File: src/rtl/usb_ep0_ctrl_seq.sv
module usb_ep0_ctrl_seq #(
  parameter int NAK_W = 8
) (
  input  logic             clk,
  input  logic             rst_n,
  input  logic             csr_wr,
  input  logic [7:0]       csr_wdata,
  input  logic [NAK_W-1:0] nak_limit,
  output logic [7:0]       csr_rdata,
  output logic             pe_start,
  output logic             pe_in,
  output logic             pe_data1,
  input  logic             pe_done,
  input  logic [2:0]       pe_reply,
  output logic             irq
);
  localparam logic [2:0] RP_ACK = 3'd0, RP_NAK = 3'd1, RP_STALL = 3'd2, RP_DATA = 3'd3;
  localparam logic [1:0] ERR_LAST = 2'd2;

  logic rx_rdy, tx_rdy, rx_stall, err, req, stat, nak_to;
  logic busy, cur_in, tog;
  logic [1:0] errcnt;
  logic [NAK_W-1:0] nakcnt;
  logic [NAK_W:0] nak_inc;

  assign csr_rdata = {nak_to, stat, req, err, 1'b0, rx_stall, tx_rdy, rx_rdy};
  assign pe_start  = !busy && (tx_rdy || (stat && req));
  assign pe_in     = busy ? cur_in : !tx_rdy;
  assign pe_data1  = pe_in ? 1'b1 : tog;

  logic fin, good, stall, nak, bad, nak_hit, err_hit, done_txn;
  assign fin      = busy && pe_done;
  assign good     = cur_in ? (pe_reply == RP_DATA) : (pe_reply == RP_ACK);
  assign stall    = pe_reply == RP_STALL;
  assign nak      = pe_reply == RP_NAK;
  assign bad      = !good && !stall && !nak;
  assign nak_inc  = {1'b0, nakcnt} + {{NAK_W{1'b0}}, 1'b1};
  assign nak_hit  = nak && (nak_limit != '0) && (nak_inc >= {1'b0, nak_limit});
  assign err_hit  = bad && (errcnt == ERR_LAST);
  assign done_txn = fin && (good || stall || nak_hit || err_hit);

  always_ff @(posedge clk) begin
    if (!rst_n) begin
      {rx_rdy, tx_rdy, rx_stall, err, req, stat, nak_to} <= '0;
      busy <= 1'b0; cur_in <= 1'b0; tog <= 1'b1; irq <= 1'b0;
      errcnt <= '0; nakcnt <= '0;
    end else begin
      irq <= done_txn;
      if (csr_wr) begin
        rx_rdy   <= rx_rdy & csr_wdata[0];
        tx_rdy   <= csr_wdata[1];
        rx_stall <= rx_stall & csr_wdata[2];
        err      <= err & csr_wdata[4];
        req      <= csr_wdata[5];
        stat     <= csr_wdata[6];
        nak_to   <= nak_to & csr_wdata[7];
        if (csr_wdata[3]) tog <= 1'b1;
      end
      if (pe_start) begin
        busy   <= 1'b1;
        cur_in <= !tx_rdy;
      end
      if (fin) begin
        busy <= 1'b0;
        if (good || stall) begin
          errcnt <= '0;
          nakcnt <= '0;
        end
        if (good && !cur_in) tog <= ~tog;
        if (good && cur_in) rx_rdy <= 1'b1;
        if (stall) rx_stall <= 1'b1;
        if (nak) begin
          errcnt <= '0;
          nakcnt <= nak_hit ? '0 : nak_inc[NAK_W-1:0];
          if (nak_hit) nak_to <= 1'b1;
        end
        if (bad) begin
          nakcnt <= '0;
          errcnt <= err_hit ? '0 : errcnt + 2'd1;
          if (err_hit) err <= 1'b1;
        end
        if (done_txn) begin
          if (cur_in) req <= 1'b0;
          else tx_rdy <= 1'b0;
        end
      end
    end
  end


  start_single_chk: assert property (@(posedge clk) disable iff (!rst_n)
    pe_start |=> !pe_start);

  irq_src_chk: assert property (@(posedge clk) disable iff (!rst_n)
    irq |-> $past(pe_done));

  err_cnt_chk: assert property (@(posedge clk) disable iff (!rst_n)
    errcnt != 2'd3);

  err_irq_chk: assert property (@(posedge clk) disable iff (!rst_n)
    $rose(err) |-> irq);

  nak_off_chk: assert property (@(posedge clk) disable iff (!rst_n)
    $rose(nak_to) |-> $past(nak_limit) != '0);

  tx_clear_chk: assert property (@(posedge clk) disable iff (!rst_n)
    ($fell(tx_rdy) && !$past(csr_wr)) |-> irq);
endmodule

File: config.mk
export PLATFORM = sky130hd
export DESIGN_NAME = usb_ep0_ctrl_seq
export DESIGN_NICKNAME = d
export VERILOG_FILES = /design/src/rtl/usb_ep0_ctrl_seq.sv
export SDC_FILE = /design/constraint.sdc
export NUM_CORES = 1
export LEC_CHECK = 0
export ABC_AREA = 1
export BUFFER_PORTS_ARGS = -buffer_cell sky130_fd_sc_hd__buf_4
export CORE_MARGIN = 4
export CORE_UTILIZATION = 45
export DETAILED_ROUTE_END_ITERATION = 10
export PLACE_DENSITY = 0.79
export SKIP_LAST_GASP = 1
export SYNTH_ARGS = -nofsm -noshare
export SYNTH_HDL_FRONTEND = slang
export SYNTH_SLANG_ARGS = --single-unit
export TNS_END_PERCENT = 20
File: constraint.sdc
create_clock -name clk -period 2 [get_ports clk]
set_input_delay 0.4 -clock clk [delete_from_list [all_inputs] [get_ports clk]]
set_output_delay 0.4 -clock clk [all_outputs]
set_load 0.01 [all_outputs]
==> results.cfg, run 1 <==
[run_status]
status = finished, violations left
violations = setup timing

[finish]
diodes = 0
postLayoutCoreUtil_pct = 63.2
nFillCells = 234
seq_area_sq_um = 424
multiInputGateArea_sq_um = 861
num-nets-final = 255
largest_register = nakcnt
syn_to_final_growth_pct = 32.9
largestRegisters = nakcnt x8, errcnt x2
layout-drive-gt1-share_pct = 34.7
stdcell_count = 253
largest_reg_flops = 8

[clocking]
clk_root_buffer_cell = clkbuf_4
numClockSinks = 21
worstSkewPairLatency_ns = 0.31
htree_num_levels = 1
cts_tree = done
clkSlewWorstSetupHoldPaths_ns = 0.12
cts_buffer_depth = 2
cts_buffers = 3

[synth]
synth_cell_types = 29
syn_area_sq_um = 1320
ys_async_sr_fraction_pct = 0
ys_ff_latch = 21
synth.most_common_cell = nand2_1
avgSynthCellArea_sq_um = 7.00
ys_dominant_reg_cell = dfxtp_1
synth_common_cells = 37 x nand2_1, 31 x inv_1, 21 x dfxtp_1
synth_seq_area_share_pct = 31.8
synth.top_cell.area_share_pct = 31.8
synth_warnings = 0
synth_edf_count = 0
synth_top_cell_by_area = dfxtp_1
synth_cells = 189
synthTopCellsByArea = dfxtp_1 32%, nand2_1 10%, inv_1 8.8%
synth_nets = 221

[setup_path]
worstSetupStartpointType = flip-flop
worst-path-max-fanout = 6
crit_type = flip-flop to flip-flop
critPathArrivalTime_ns = 2.23
cp.required_ns = 2.20
worst_setup_path_end_kind = flip-flop

[grt]
grt_pass1_wl_mm = 5.28
grt_max_degree = 14
first_global_vias = 1272
antenna_found_initial = 0
grt_usage_pct = 16.1
grt_overflow = 0

[placed_design]
gp_congestion = 0.789
placed_cells = 246
hpwl_mm = 2.24
port_buffers = 33

[detailed_routing]
ant_nets = 0
vias = 1306
vias_per_cell = 5.16
drt-total-wl_mm = 3.24
drc = 0
drt-wirelength-per-cell_microns = 12.8
first_pass_iters = 4
drt_iter0_markers = 54

[timing]
grt_setup_unrepaired = yes
drv_slew = 0
fmax_mhz = 491
finalSetupViolCount = 7
fin_crit_sh_pct = 102
clock_skew_ns = 0.00597
final.setup.worst_slack_ns = -0.0374
finalCriticalPeriod_ns = 2.04
hold_violations = 0

[worst_hold_path]
worstHoldPathType = input pin to flip-flop

[run]
drv_cap = 0

[die]
start_util_pct = 47.6
row_count = 19
pin_count = 35
die_area_sq_um = 3870
die_x_microns = 62.2
design.core.area_sq_um = 2780
die_y_microns = 62.2

[power_and_ir_drop]
p_leak_nw = 0.892
peakVddDrop_mv = 0.558
powerDensity_nw_per_um2 = 444
-- cell families (layout without fill, tap and decap cells) --
kind of cell    Yosys count  in the layout  synth area share [%]
simple gates             77             78                  27.2
buf+inv                  42             74                  14.7
compound gates           35             35                  14.8
flops                    21             21                  31.8
fa+ha+maj                 9              9                  8.51
xor+xnor                  4              4                  2.65
other cells               1              1                 0.283
-- per-stage QoR --
stage	power (mW)	setup slack, ns	setup TNS, ns	instance area (sq um)	hold slack (ns)
final	0.781	-0.0374	-0.124	1760	0.308
after global routing	0.815	-0.164	-1.47	1760	0.346
after CTS	0.773	0.00771	0	1620	0.311
after detailed placement	0.572	-0.0870	-0.400	1560	0.474
after global placement	0.571	-0.0363	-0.0756	1560	0.466
after floorplan	0.513	0.0435	0	1320	0.449
-- path summary, 6_finish.rpt --
| check | startpoint | endpoint | slack [ns] | cells after the start |
|---|---|---|---|---|
| max | nakcnt[0]$_SDFFE_PN0P_ | nakcnt[4]$_SDFFE_PN0P_ | -0.04 | 15 |
| min | csr_wdata[6] | stat$_SDFFE_PN0P_ | 0.31 | 3 |
| max reg2reg | nakcnt[0]$_SDFFE_PN0P_ | nakcnt[4]$_SDFFE_PN0P_ | -0.04 | 15 |
| min reg2reg | errcnt[0]$_SDFFE_PN0P_ | errcnt[1]$_SDFFE_PN0P_ | 0.49 | 2 |
-- cells in the final DEF, fill, tap and decap left out, types with 2 or more instances in the layout --
cell type	n
buf_4	37
nand2_1	33
inv_1	30
dfxtp_1	18
nor2_1	12
a21oi_1	10
nand3_1	9
o21ai_0	8
ha_1	7
nand3_2	6
o21ai_1	6
a21oi_2	5
nand2_2	4
nand2_4	3
clkbuf_4	3
dfxtp_2	3
xor2_1	2
o21ai_2	2
inv_2	2
nor4_1	2
nand4_1	2
ha_4	2
-- power by group --
| group | leakage [nW] | internal, mW | total [mW] | switching, mW |
|---|---|---|---|---|
| registers | 0.172 | 0.427 | 0.434 | 0.00674 |
| clock network | 0.0150 | 0.0778 | 0.208 | 0.130 |
| logic | 0.705 | 0.0638 | 0.139 | 0.0757 |
| total | 0.892 | 0.569 | 0.781 | 0.212 |
-- layout make-up --
class / instances / area share, %
clock buffers: 4 / 1.49
inverters: 32 / 6.83
multi-input cells: 127 / 48.9
flip-flops and latches: 21 / 24.1
well taps: 31 / 2.20
repair buffers: 38 / 16.4
-- critical path: stages (launching register included) --
cell	delay (ns)
dfxtp_2	0.38
ha_4	0.15
nand3_4	0.11
xor2_4	0.19
ha_4	0.29
nand2_2	0.05
inv_2	0.05
nand3_2	0.06
nand3_2	0.07
nand2_1	0.05
nand2_1	0.07
nand2_1	0.07
nand2_2	0.11
nand2_4	0.11
nand3_2	0.10
o21ai_1	0.07
-- layer usage --
metal	part of all wire, %	track usage (%)	up-vias
li1	-	-	668
met1	43	19.7	597
met4	0.46	1.63	0
met5	0	0	-
met3	6.7	3.96	2
met2	50	29.0	39
-- repair_timing --
item                       CTS  global route
gates resized for setup      8            25
setup endpoints to repair   12            12
buffers inserted             0             2
gates cloned                 1             0
hold buffers                 0             0
pin swaps                    0            10
(Power assumes the default switching activity.)
==> run 2, diff against run 1 <==
REMOVE_ABC_BUFFERS = 1   (was unset)
==> run 2 against run 1 <==
  * The flow now finishes without violations
  * Power shrank 1.9%
  * Global-route usage grew 0.16 points
  * Combinational power shrank 5%
  * Non-clock buffer count shrank 1
  * Via count shrank 3.9%
  * Clock skew shrank 0.0040 ns
  * Critical endpoint is now tx_rdy$_SDFF_PN0_
  * Largest cell class unchanged
  * Highest routed layer unchanged
==> results.cfg, run 2 (same netlist as run 1, synthesis figures left out) <==
[die]
die_area_sq_um = 3870
start_util_pct = 47.6
design.core.area_sq_um = 2780
pin_count = 35
die_x_microns = 62.2
row_count = 19
die_y_microns = 62.2

[clocking]
htree_num_levels = 1
numClockSinks = 21
clk_root_buffer_cell = clkbuf_4
clkSlewWorstSetupHoldPaths_ns = 0.11
cts_buffers = 3
worstSkewPairLatency_ns = 0.30
cts_buffer_depth = 2
cts_tree = done

[timing]
fmax_mhz = 500
finalSetupViolCount = 0
hold_violations = 0
finalCriticalPeriod_ns = 2.00
clock_skew_ns = 0.00194
grt_setup_unrepaired = yes
setup_tns_ns = 0
drv_slew = 0
fin_crit_sh_pct = 100
whs_ns = 0.336

[finish]
seq_area_sq_um = 424
mostFrequentLayoutCell = buf_4
stdcell_area_sq_um = 1650
largest_reg_flops = 8
nFillCells = 253
postLayoutCoreUtil_pct = 59.4
largest_register = nakcnt
num-nets-final = 254
largestRegisters = nakcnt x8, errcnt x2
multiInputGateArea_sq_um = 764
layout-drive-gt1-share_pct = 28.5
diodes = 0
stdcell_count = 252
syn_to_final_growth_pct = 24.8
final_cell_mix = 37 x buf_4, 35 x nand2_1, 31 x inv_1

[detailed_routing]
drc = 0
drt-wirelength-per-cell_microns = 11.9
vias_per_cell = 4.98
vias = 1255
drt_iter0_markers = 44
ant_nets = 0
drt-total-wl_mm = 2.99
first_pass_iters = 4

[placed_design]
hpwl_mm = 2.36
gp_congestion = 0.787
port_buffers = 33
placed_cells = 246
place_area_sq_um = 1560

[power_and_ir_drop]
peakVddDrop_mv = 0.530
powerDensity_nw_per_um2 = 464
p_leak_nw = 0.858

[grt]
grt_pass1_wl_mm = 5.33
antenna_found_initial = 0
first_global_vias = 1204
grt_max_degree = 14
grt_usage_pct = 16.2
grt_overflow = 0

[setup_path]
crit_top_cell = nand2_1
max_stage_delay_ns = 0.37
cp.required_ns = 2.25
worst-path-max-fanout = 6
critPathArrivalTime_ns = 2.25
slowest_stage = dfxtp_2
path_cells = ha_4 > nand3_4 > xor2_2 > ha_1 > nand2_1 > inv_1 > nand3_1 > nand3_1 > nand2_1 > nand2_1 > nand2_1 > nand2_2 > nand2_4 > nand2_2 > a21oi_2
worst_setup_path_end_kind = flip-flop
worstSetupStartpointType = flip-flop
path_buf_inv = 1
crit_type = flip-flop to flip-flop
crit_family = simple AND/OR/NAND/NOR gates

[run]
drv_cap = 0

[worst_hold_path]
worstHoldPathType = input pin to flip-flop

[run_status]
status = finished clean
[run 2: cell types whose count changed in the layout (fill, tap and decap cells not counted), moves of 2 or more]
| cell | before | now |
|---|---|---|
| a21oi_2 | 5 | 3 |
| a21oi_1 | 10 | 12 |
| nand2_4 | 3 | 1 |
| nand3_1 | 9 | 14 |
| nand3_2 | 6 | 1 |
| nand2_1 | 33 | 35 |
[run 2: area by class of cell]
cell class / instances / area share [%]
multi-input combinational: 127 / 46.3
sequential: 21 / 25.7
timing repair buffer: 37 / 16.8
inverter: 32 / 7.27
tap: 31 / 2.35
clock buffer: 4 / 1.59
[run 2: final timing paths]
check | startpoint | to | slack, ns | cells after the start
max reg2reg | nakcnt[1]$_SDFFE_PN0P_ | tx_rdy$_SDFF_PN0_ | 0.0006 | 15
max | nakcnt[1]$_SDFFE_PN0P_ | tx_rdy$_SDFF_PN0_ | 0.0006 | 15
min | csr_wdata[6] | stat$_SDFFE_PN0P_ | 0.34 | 3
min reg2reg | rx_stall$_SDFF_PN0_ | rx_stall$_SDFF_PN0_ | 0.49 | 2
[run 2: repair_timing]
action                                  4_1_cts  5_1_grt
cloned                                        1        0
buffers inserted                              0        1
endpoints found under the setup margin       12       12
pin swaps                                     0        4
hold buffers                                  0        0
gates resized for setup                       7        6
[run 2: tightest hold or removal path: cells and delay by family]
kind	cells	cell delay, ns
and+or+nand+nor	2	0.13
buffers and inverters	1	0.08
[run 2: power by group]
| group | switching [mW] | internal [mW] | leakage [nW] |
|---|---|---|---|
| clock | 0.123 | 0.0778 | 0.0150 |
| combinational | 0.0710 | 0.0609 | 0.671 |
| sequential | 0.00683 | 0.427 | 0.172 |
[run 2: per-layer routing]
layer	vias up	share of wire [%]	global-route usage (%)
met2	15	51	28.1
met3	5	3.5	3.96
met4	0	0.87	3.25
met5	-	0	0
li1	666	-	-
met1	569	45	20.2
[run 2: through the flow]
stage	power (mW)	setup WS, ns
6_report	0.766	0.000592
5_1_grt	0.809	-0.147
4_1_cts	0.773	-0.0174
3_5_place_dp	0.572	-0.123
3_3_place_gp	0.570	-0.0593
2_1_floorplan	0.503	0.0354
==> run 3, diff against run 2 <==
CORE_UTILIZATION = 47   (was 45)
PLACE_DENSITY = 0.81   (was 0.79)
==> run 3 against run 2 <==
  * Global-route usage rose by 2.2 points
  * Sequential power barely moved
  * Largest cell class unchanged
  * Largest power group unchanged
  * Critical endpoint is now req$_SDFF_PN0_
  * First-iteration DRC count rose by 45%
==> results.cfg, run 3 (same netlist as run 1, synthesis figures left out) <==
[clocking]
clk_root_buffer_cell = clkbuf_4
htree_num_levels = 1
cts_buffers = 3
clkSlewWorstSetupHoldPaths_ns = 0.13
cts_tree = done
worstSkewPairLatency_ns = 0.32
cts_buffer_depth = 2
numClockSinks = 21

[power_and_ir_drop]
peakVddDrop_mv = 0.537
seqPwrFrac_pct = 56.0
p_int_uw = 563
switchingPower_uw = 214
p_clk_share_pct = 27.2
p_leak_nw = 0.855
combPwrFrac_pct = 16.8
netSwitchingFraction_pct = 27.5
powerDensity_nw_per_um2 = 473

[timing]
grt_setup_unrepaired = yes
finalCriticalPeriod_ns = 1.97
final.setup.worst_slack_ns = 0.0325
clock_skew_ns = 0.0133
whs_ns = 0.303
hold_violations = 0
setup_tns_ns = 0
drv_slew = 0
fmax_mhz = 508
fin_crit_sh_pct = 98.4
finalSetupViolCount = 0

[die]
die_y_microns = 61.1
design.core.area_sq_um = 2590
die_area_sq_um = 3730
die_x_microns = 61.1
start_util_pct = 51.1
row_count = 18
pin_count = 35

[detailed_routing]
first_pass_iters = 4
drt-wirelength-per-cell_microns = 12.2
drt-total-wl_mm = 3.06
drt_iter0_markers = 64
ant_nets = 0
vias_per_cell = 5.02
vias = 1254
drc = 0

[finish]
seq_area_sq_um = 424
final_cell_mix = 36 x buf_4, 35 x nand2_1, 31 x inv_1
multiInputGateArea_sq_um = 761
syn_to_final_growth_pct = 23.9
num-nets-final = 253
diodes = 0
postLayoutCoreUtil_pct = 63.3
largestRegisters = nakcnt x8, errcnt x2
mostFrequentLayoutCell = buf_4
stdcell_area_sq_um = 1640
layout-drive-gt1-share_pct = 27.7
largest_reg_flops = 8
largest_register = nakcnt
nFillCells = 240

[grt]
grt_usage_pct = 18.4
grt_max_degree = 14
grt_pass1_wl_mm = 5.04
grt_overflow = 0
antenna_found_initial = 0
first_global_vias = 1170

[placed_design]
place_area_sq_um = 1560
gp_congestion = 0.757
dpl_worst_slack_ns = -0.0973
hpwl_mm = 2.39
port_buffers = 33

[setup_path]
worst-path-max-fanout = 6
worstSetupStartpointType = flip-flop
critPathArrivalTime_ns = 2.23
cp.required_ns = 2.26
worst_setup_path_end_kind = flip-flop
crit_type = flip-flop to flip-flop

[worst_hold_path]
worstHoldPathType = input pin to flip-flop

[run]
drv_cap = 0

[run_status]
status = finished clean
==> run 3: power by group through the flow <==
| stage | combinational (mW) | sequential, mW | clock, mW |
|---|---|---|---|
| after CTS | 0.130 | 0.435 | 0.223 |
| after global routing | 0.149 | 0.436 | 0.238 |
| final | 0.131 | 0.435 | 0.211 |
| after global placement | 0.126 | 0.443 | 0 |
| after floorplan | 0.0583 | 0.445 | 0 |
| after detailed placement | 0.128 | 0.444 | 0 |
==> run 3: cell type report <==
type	instances	share of cell area [%]
Multi-Input combinational cell	127	46.4
Clock inverter	1	0.305
Clock buffer	3	1.37
Inverter	32	7.32
Timing Repair Buffer	36	16.5
Tap cell	30	2.29
Sequential cell	21	25.9
==> run 3: repair_timing <==
| action | 4_1_cts | 5_1_grt |
|---|---|---|
| hold endpoints to repair | 0 | 0 |
| buffers inserted | 0 | 0 |
| resized for setup | 8 | 5 |
| cloned | 1 | 0 |
| setup endpoints to repair | 12 | 12 |
| hold buffers | 0 | 0 |
==> run 3: final timing paths <==
check	from	endpoint	slack, ns	cells after the start
worst max-delay path	nakcnt[0]$_SDFFE_PN0P_	req$_SDFF_PN0_	0.03	15
worst min-delay path	csr_wdata[6]	stat$_SDFFE_PN0P_	0.30	3
worst max register to register	nakcnt[0]$_SDFFE_PN0P_	req$_SDFF_PN0_	0.03	15
worst min register to register	errcnt[0]$_SDFFE_PN0P_	errcnt[1]$_SDFFE_PN0P_	0.50	2
==> run 3: critical path: stages (launching register included) <==
cell	delay, ns
dfxtp_2	0.38
ha_4	0.16
nand3_4	0.10
xor2_2	0.17
ha_1	0.29
nand2_1	0.07
inv_1	0.04
nand3_1	0.06
nand3_1	0.07
nand2_1	0.06
nand2_1	0.04
nand2_1	0.07
nand2_2	0.08
nand2_4	0.10
nand2_2	0.07
a21oi_1	0.14
==> run 3: routing by layer <==
layer | wire, microns | track usage [%] | up-vias
li1 | - | - | 669
met1 | 1340 | 22.5 | 558
met2 | 1520 | 30.2 | 22
met3 | 143 | 4.61 | 5
met4 | 51 | 8.67 | 0
met5 | 0 | 0 | -
==> run 3: through the flow <==
stage          instances  total power [mW]
2_1_floorplan        179             0.503
3_3_place_gp         245             0.570
3_5_place_dp         245             0.572
4_1_cts              250             0.788
5_1_grt              250             0.824
6_report             250             0.777
